$ cat src/rtl/tls_pkg.sv
package tls_pkg;

  typedef enum logic [1:0] {
    LVL_B = 2'd0,
    LVL_C = 2'd1,
    LVL_A = 2'd2
  } lvl_e;

  typedef struct packed {
    logic rise;
    logic fall;
    logic low;
    logic high;
  } edge_t;

  typedef struct packed {
    lvl_e nxt;
    logic bad;
  } step_t;

  function automatic logic any_edge(edge_t h, edge_t v);
    return h.rise | h.fall | v.rise | v.fall;
  endfunction

  function automatic step_t level_step(lvl_e cur, edge_t h, edge_t v);
    step_t r;
    r.nxt = cur;
    r.bad = 1'b0;
    case (cur)
      LVL_B: begin
        if (h.fall && (v.fall || v.low)) r.nxt = LVL_C;
        else if (any_edge(h, v))         r.bad = 1'b1;
      end
      LVL_C: begin
        if (v.rise && h.low)             r.nxt = LVL_A;
        else if (h.rise && v.low)        r.nxt = LVL_B;
        else if (any_edge(h, v))         r.bad = 1'b1;
      end
      LVL_A: begin
        if (h.rise && v.high)            r.nxt = LVL_B;
        else if (any_edge(h, v))         r.bad = 1'b1;
      end
      default: r.nxt = LVL_B;
    endcase
    return r;
  endfunction

endpackage

$ cat src/rtl/tls_edge_ch.sv
module tls_edge_ch
  import tls_pkg::*;
(
  input  logic  clk,
  input  logic  rst_n,
  input  logic  sig_in,
  output edge_t ev
);
  logic cur_q, prev_q;

  always_ff @(posedge clk or negedge rst_n) begin
    if (!rst_n) begin
      cur_q  <= 1'b0;
      prev_q <= 1'b0;
    end else begin
      cur_q  <= sig_in;
      prev_q <= cur_q;
    end
  end

  always_comb begin
    ev.rise = cur_q & ~prev_q;
    ev.fall = ~cur_q & prev_q;
    ev.low  = ~cur_q & ~prev_q;
    ev.high = cur_q & prev_q;
  end
endmodule

$ cat src/rtl/tls_level_fsm.sv
module tls_level_fsm
  import tls_pkg::*;
(
  input  logic  clk,
  input  logic  rst_n,
  input  logic  active,
  input  edge_t h_ev,
  input  edge_t v_ev,
  output lvl_e  level,
  output logic  bad_evt,
  output logic  err
);
  step_t st;

  always_comb begin
    st      = level_step(level, h_ev, v_ev);
    bad_evt = active & st.bad;
  end

  always_ff @(posedge clk or negedge rst_n) begin
    if (!rst_n) begin
      level <= LVL_B;
      err   <= 1'b0;
    end else begin
      level <= active ? st.nxt : LVL_B;
      if (bad_evt) err <= 1'b1;
    end
  end
endmodule

$ cat src/rtl/tls_word_mux.sv
module tls_word_mux
  import tls_pkg::*;
#(
  parameter int DW = 10,
  parameter logic [DW-1:0] SYNC_CODE = 10'h010,
  parameter logic [DW-1:0] TRI_CODE  = 10'h3C0
) (
  input  logic          clk,
  input  logic          rst_n,
  input  lvl_e          level,
  input  logic [DW-1:0] pix_in,
  output logic [DW-1:0] pix_out
);
  function automatic logic [DW-1:0] pick_word(lvl_e l, logic [DW-1:0] p);
    case (l)
      LVL_C:   return SYNC_CODE;
      LVL_A:   return TRI_CODE;
      default: return p;
    endcase
  endfunction

  always_ff @(posedge clk or negedge rst_n) begin
    if (!rst_n) pix_out <= '0;
    else        pix_out <= pick_word(level, pix_in);
  end
endmodule

$ cat src/rtl/tls_code_det.sv
module tls_code_det #(
  parameter int DW = 10
) (
  input  logic          clk,
  input  logic          rst_n,
  input  logic          en,
  input  logic [DW-1:0] word,
  output logic          hit
);
  localparam logic [DW-1:0] W_MAX = '1;
  localparam logic [DW-1:0] W_MIN = '0;

  logic [1:0] cnt;

  function automatic logic [1:0] restart(logic [DW-1:0] w);
    return (w == W_MAX) ? 2'd1 : 2'd0;
  endfunction

  always_ff @(posedge clk or negedge rst_n) begin
    if (!rst_n) begin
      cnt <= 2'd0;
      hit <= 1'b0;
    end else if (!en) begin
      cnt <= 2'd0;
      hit <= 1'b0;
    end else begin
      hit <= (cnt == 2'd3);
      case (cnt)
        2'd0:    cnt <= restart(word);
        2'd1:    cnt <= (word == W_MIN) ? 2'd2 : restart(word);
        2'd2:    cnt <= (word == W_MIN) ? 2'd3 : restart(word);
        default: cnt <= restart(word);
      endcase
    end
  end
endmodule

$ cat src/rtl/trilevel_seq.sv
module trilevel_seq
  import tls_pkg::*;
#(
  parameter int DW = 10,
  parameter int MODE_W = 5,
  parameter logic [MODE_W-1:0] MODE_NONSTD = 5'b00001,
  parameter logic [DW-1:0] SYNC_CODE = 10'h010,
  parameter logic [DW-1:0] TRI_CODE  = 10'h3C0
) (
  input  logic              clk,
  input  logic              rst_n,
  input  logic [MODE_W-1:0] input_mode,
  input  logic              hsync_in,
  input  logic              vsync_in,
  input  logic [DW-1:0]     pix_in,
  input  logic              ovs_req,
  input  logic              cp_req,
  output logic [DW-1:0]     pix_out,
  output logic [1:0]        level_out,
  output logic              sync_err,
  output logic              tc_hit,
  output logic              ovs_en,
  output logic              cp_en
);
  localparam int NCH = 2;

  logic        nonstd_w;
  logic        bad_w;
  lvl_e        level_w;
  edge_t       ev_w [NCH];
  logic [NCH-1:0] sync_vec;

  assign nonstd_w = (input_mode == MODE_NONSTD);
  assign sync_vec = {vsync_in, hsync_in};

  for (genvar g = 0; g < NCH; g++) begin : g_ch
    tls_edge_ch u_edge (
      .clk   (clk),
      .rst_n (rst_n),
      .sig_in(sync_vec[g]),
      .ev    (ev_w[g])
    );
  end

  tls_level_fsm u_fsm (
    .clk    (clk),
    .rst_n  (rst_n),
    .active (nonstd_w),
    .h_ev   (ev_w[0]),
    .v_ev   (ev_w[1]),
    .level  (level_w),
    .bad_evt(bad_w),
    .err    (sync_err)
  );

  tls_word_mux #(.DW(DW), .SYNC_CODE(SYNC_CODE), .TRI_CODE(TRI_CODE)) u_mux (
    .clk    (clk),
    .rst_n  (rst_n),
    .level  (level_w),
    .pix_in (pix_in),
    .pix_out(pix_out)
  );

  tls_code_det #(.DW(DW)) u_det (
    .clk  (clk),
    .rst_n(rst_n),
    .en   (~nonstd_w),
    .word (pix_in),
    .hit  (tc_hit)
  );

  assign level_out = level_w;
  assign ovs_en    = ovs_req & ~nonstd_w;
  assign cp_en     = cp_req & ~nonstd_w;
endmodule

$ cat config.mk
export PLATFORM = sky130hd
export DESIGN_NAME = trilevel_seq
export DESIGN_NICKNAME = d
export VERILOG_FILES = /design/src/rtl/tls_pkg.sv /design/src/rtl/tls_edge_ch.sv /design/src/rtl/tls_level_fsm.sv /design/src/rtl/tls_word_mux.sv /design/src/rtl/tls_code_det.sv /design/src/rtl/trilevel_seq.sv
export SDC_FILE = /design/constraint.sdc
export NUM_CORES = 1
export LEC_CHECK = 0
export BUFFER_PORTS_ARGS = -buffer_cell sky130_fd_sc_hd__buf_2
export CAP_MARGIN = 20
export CORE_MARGIN = 2
export CORE_UTILIZATION = 47
export DETAILED_ROUTE_END_ITERATION = 7
export PLACE_DENSITY_LB_ADDON = 0.25
export SLEW_MARGIN = 10
export SYNTH_ARGS = -nofsm -noshare
export SYNTH_HDL_FRONTEND = slang
export SYNTH_SLANG_ARGS = --single-unit
$ cat constraint.sdc
create_clock -name clk -period 1.76 [get_ports clk]
set_clock_uncertainty 0.1 [all_clocks]
set_input_delay 0.176 -clock clk [delete_from_list [all_inputs] [get_ports clk]]
set_output_delay 0.176 -clock clk [all_outputs]
set_load 0.01 [all_outputs]
### Yosys cells after proc, flatten, opt, wreduce, memory -nomap -nowiden

Index checks and enable logic that the tools add are counted.

| word-level totals | value |
|---|---|
| bits in registers | 20 |
| input port bits | 21 |
| output and inout bits | 16 |
| logic and storage cells | 64 |

| cells by class | value |
|---|---|
| eq/ne operators | 10 |
| multiplexer cells | 19 |
| bitwise operators | 18 |
| reductions and logical operators | 8 |

Operators with widths:

| kind | count |
|---|---|
| $pmux W10 S2 | 1 |
| $mux W2 | 8 |
| $and A1 B1 Y1 | 10 |
| $eq A10 B10 Y1 const B | 1 |
| $logic_not A10 Y1 | 1 |
| $mux W1 | 7 |
| $eq A2 B2 Y1 const B | 3 |
| $pmux W2 S3 | 1 |
| $eq A5 B1 Y1 const B | 1 |
| $not A1 Y1 | 5 |
| $eq A2 B1 Y1 const B | 2 |
| $logic_and A1 B1 Y1 | 4 |
| $ne A4 B4 Y1 const B | 1 |
| $pmux W2 S2 | 1 |
| $ne A3 B2 Y1 const B | 1 |
| $ne A3 B3 Y1 const B | 1 |
| $or A1 B1 Y1 | 3 |
| $pmux W1 S3 | 1 |
| $reduce_and A3 Y1 | 1 |
| $logic_not A2 Y1 | 1 |
| $logic_or A1 B1 Y1 | 1 |

### Logic depth before layout (Yosys ltp)

| depth | value |
|---|---|
| word-level depth | 10 |
| gate-level depth with buffers | 6 |
| depth with buffers taken out | 6 |

### Cells and area by module

A second synthesis with hierarchy kept.

| second synthesis, totals | value |
|---|---|
| cells, all modules | 86 |
| area total of the unflattened synthesis | 1009.7 sq um |

Modules (own cells, without submodules):

| module | instances | cells each | area each (sq um) | sequential area each (sq um) |
|---|---|---|---|---|
| tls_word_mux | 1 | 25 | 406.6 | 250.2 |
| tls_code_det | 1 | 21 | 209.0 | 75.1 |
| tls_level_fsm | 1 | 23 | 191.4 | 75.1 |
| tls_edge_ch | 2 | 6 | 76.3 | 50.0 |
| trilevel_seq | 1 | 5 | 50.0 | 0.0 |

### Least setup slack after synthesis

No wires, ideal clock.

| timing | value |
|---|---|
| kind | register to register |
| start point | register u_fsm.level[0] |
| end point | register u_fsm.level[0] |
| library setup time | 0.079 ns |
| arrival time | 1.384 ns |
| required time | 1.581 ns |
| slack | 0.196 ns |
| stages on the path, launching flop included | 6 |
| path buffers | 0 |
| clock period less this slack | 1.564 ns |
| path through | dfrtp_1 inv_1 ha_1 nand4b_1 a32oi_1 mux2i_1 |

| between the ends | value |
|---|---|
| longest elaborated chain between the ends | 3 |
| elaborated cells on any way between the ends | 9 |
| classes of those cells | eq/ne: 5; mux: 2; reduce/logical: 2 |

Ends and longest elaborated chain:

| element | RTL line | text |
|---|---|---|
| from (decl) | tls_level_fsm.sv:9 | `output lvl_e level,` |
| from (signal assigned) | tls_level_fsm.sv:25 | `level <= active ? st.nxt : LVL_B;` |
| $eq A2 B1 Y1, or another cell as far along | tls_pkg.sv:29 | `case (cur)` |
| $ne A4 B4 Y1 (no source line), or another cell as far along | -- |  |
| $reduce_and A3 Y1 (no source line) or $mux W2 (tied branches) | -- |  |

Parallel ways exist; a longest one is shown, timed or not.
A chain may end at the register's enable or synchronous reset.

### Worst setup path in the final report

| timing | value |
|---|---|
| start point | register u_det.cnt[0] |
| end point | register u_det.cnt[0] |

| between the ends | value |
|---|---|
| longest elaborated chain between the ends | 3 |
| elaborated cells on any way between the ends | 4 |
| classes of those cells | eq/ne: 2; mux: 2 |

Ends and longest elaborated chain:

| element | RTL line | text |
|---|---|---|
| from (decl) | tls_code_det.sv:13 | `logic [1:0] cnt;` |
| from (signal assigned) | tls_code_det.sv:29 | `2'd0: cnt <= restart(word);` |
| from (signal assigned) | tls_code_det.sv:30 | `2'd1: cnt <= (word == W_MIN) ? 2'd2 : restart(word);` |
| from (signal assigned) | tls_code_det.sv:31 | `2'd2: cnt <= (word == W_MIN) ? 2'd3 : restart(word);` |
| $eq A2 B2 Y1 or $eq A2 B1 Y1 (tied branches) | tls_code_det.sv:28 | `case (cnt)` |
| $pmux W2 S2 (*) | tls_code_det.sv:28 |  |
| $mux W2 (*) | tls_code_det.sv:23 | `end else if (!en) begin` |

Mark *: on every way between the ends. The rest lies on a longest branch, timed or not.

==> impl_metrics.json <==
{
  "grt_max_degree": 21,
  "worst_slack_ns": 0.111,
  "p_leak_nw": 0.649,
  "numCtsBuffers": 3,
  "cts_sinks": 20,
  "pwr-share-clk_pct": 31.1,
  "antenna_found_initial": 0,
  "placement.io_buffers": 36,
  "grt.total_usage_pct": 17.0,
  "yosys_warnings": 0,
  "startpoint_type": "flip-flop",
  "switching_share_pct": 23.3,
  "area_delta_synth_final_pct": 32.8,
  "routed-via-count": 793,
  "worstPathRequired_ns": 1.87,
  "place_ws_ns": 0.0698,
  "cts-root-buf": "clkbuf_4",
  "clock_latency_ns": 0.30,
  "r2r-start": "u_det.cnt[0]",
  "final_cell_mix": "buf_2, dfrtp_1, inv_1, ha_1",
  "period_needed_ns": 1.65,
  "ant_nets": 0,
  "powerDensity_mw_per_mm2": 649,
  "crit_start": "u_det.cnt[0]",
  "start_util_pct": 50.1,
  "avgSynthCellArea_um2": 10.9,
  "p_int_uw": 651,
  "min_path_cells": 2,
  "fillers": 165,
  "grt_pass1_wl_mm": 3.17,
  "drive_above_1_share_pct": 39.4,
  "clkTransAtPathRegs_ns": 0.11,
  "fin_hold_ws_ns": 0.0224,
  "layout_commonest_cell": "buf_2",
  "cp_data_arrival_time_ns": 1.76,
  "syn_area_um2": 983,
  "yosysUniqueCellTypes": 27,
  "n_antenna_cell": 0,
  "rr_worst_depth": 6,
  "drc": 0,
  "min_path_type": "in2reg",
  "pwr-share-comb_pct": 11.8,
  "finalHoldViolCount": 0,
  "post_drt_wl_per_cell_um": 12.1,
  "gp_congestion": 0.781,
  "worst_pin_slew_ns": 0.425,
  "sequentialPowerShare_pct": 57.0,
  "nets": 169,
  "overflow": 0,
  "grt_pass1_vias": 754,
  "htreeDepth": 1,
  "fmax_mhz": 607,
  "finalWirelength_mm": 1.98,
  "drt_pre_antenna_iters": 4,
  "relSlewSlack_pct": 71.7,
  "postSynthCellCount": 90,
  "ys_ff_latch": 20,
  "crit_type": "reg2reg",
  "ioPinCount": 37,
  "status": "complete, no violations",
  "coreArea_mm2": 0.00196,
  "clk_path_buf_depth": 2,
  "slew_violations": 0,
  "cts_tree": "done",
  "final_util_pct": 66.6,
  "ir_drop_mv": 0.411,
  "viasPerCell": 4.84,
  "drt_iter0_markers": 9,
  "switching_power_uw": 197,
  "fp.dieW_um": 49.7,
  "hp-start": "pix_in[0]",
  "die-area_mm2": 0.00247,
  "path_max_fanout": 3,
  "endpoint_kind": "flip-flop",
  "ys_seq_area_share_pct": 50.9,
  "synth_nets": 121,
  "die_h_um": 49.7,
  "finalSetupViolCount": 0,
  "cap_violations": 0,
  "tns_ns": 0,
  "place_hpwl_mm": 1.56,
  "r2r_slack_ns": 0.11,
  "fin_crit_sh_pct": 93.7,
  "row_count": 16,
  "p_total_uw": 848
}
## flip-flops by register name, indices dropped and copies added, names as in the netlist
signal	cells
g_ch.u_edge.prev_q	2
u_fsm.err	1
u_det.cnt	2
u_fsm.level	2
u_det.hit	1
u_mux.pix_out	10
g_ch.u_edge.cur_q	2
## timing repair
item	in CTS	in global routing
endpoints found under the hold margin	22	0
setup endpoints to repair	0	3
hold buffers	3	0
resized for setup	0	2
buffers inserted	0	3
## synthesized netlist by cell type (all sizes together)
master | instances | area share (%)
nor4 | 3 | 1.9
nor3 | 4 | 2.0
a31oi | 1 | 0.64
nand2 | 5 | 1.9
nand3 | 3 | 1.5
nand3b | 1 | 0.76
ha | 10 | 13
and2 | 3 | 2.3
nand4b | 1 | 0.89
o21ai | 4 | 2.0
a32oi | 1 | 0.89
xor2 | 1 | 0.89
mux2 | 1 | 1.1
dfrtp | 20 | 51
clkbuf | 1 | 0.38
nor2 | 3 | 1.1
a21o | 1 | 0.76
inv | 13 | 5.0
o41ai | 1 | 1.7
a211o | 1 | 0.89
or4 | 1 | 1.1
o32a | 1 | 1.0
nor2b | 5 | 3.2
mux2i | 1 | 1.0
nand4 | 2 | 1.3
nand2b | 2 | 2.0
## cells by family (layout without fill, tap and decap cells)
logic type / Yosys count / after routing / synth area share [%]
flops: 20 / 20 / 50.9
mux: 2 / 2 / 2.16
xor+xnor: 1 / 1 / 0.891
buf+inv: 14 / 61 / 5.34
compound gates: 10 / 10 / 7.89
fa+ha+maj: 10 / 10 / 12.7
simple gates: 33 / 33 / 20.1
## power groups by stage
stage,clock network [mW],logic [mW],registers (mW)
global placement,0,0.0932,0.492
floorplan,0,0.0306,0.499
global route,0.288,0.112,0.486
CTS,0.273,0.101,0.484
finish,0.264,0.100,0.484
detailed placement,0,0.0952,0.493
## path summary, 6_finish.rpt
check,end
min in group asynchronous,u_mux.pix_out[5]
worst max-delay path,u_det.cnt[0]
max in group asynchronous,u_fsm.level[1]
worst min-delay path,u_mux.pix_out[0]
worst min register to register,g_ch[0].u_edge.prev_q
worst max register to register,u_det.cnt[0]
## critical path, stage by stage, from the launching register on
cell and delay [ns]:
dfrtp_1 0.39, inv_1 0.06, ha_1 0.30, nor4_1 0.18, nand3_1 0.14, o32a_1 0.20
nor3_1 0.19
## metal layers
layer / GRT usage (%) / vias to the layer above / routed length, um
li1: - / 399 / -
met3: 3.64 / 4 / 108
met4: 5.56 / 0 / 26
met2: 30.7 / 25 / 994
met1: 20.0 / 365 / 847
met5: 0 / - / 0
## final cells by class
type | count | area (um2) | area share [%]
tap | 27 | 33.8 | 2.59
multi-input combinational | 56 | 438 | 33.5
timing repair buffer | 44 | 248 | 19.0
inverter | 13 | 48.8 | 3.74
clock buffer | 4 | 36.3 | 2.78
sequential | 20 | 502 | 38.4
## metrics by stage
| stage | cells | area (um2) |
|---|---|---|
| floorplan | 90 | 983 |
| global placement | 154 | 1210 |
| detailed placement | 154 | 1210 |
| CTS | 161 | 1270 |
| global route | 164 | 1310 |
| finish | 164 | 1310 |
(Power assumes the default switching activity.)
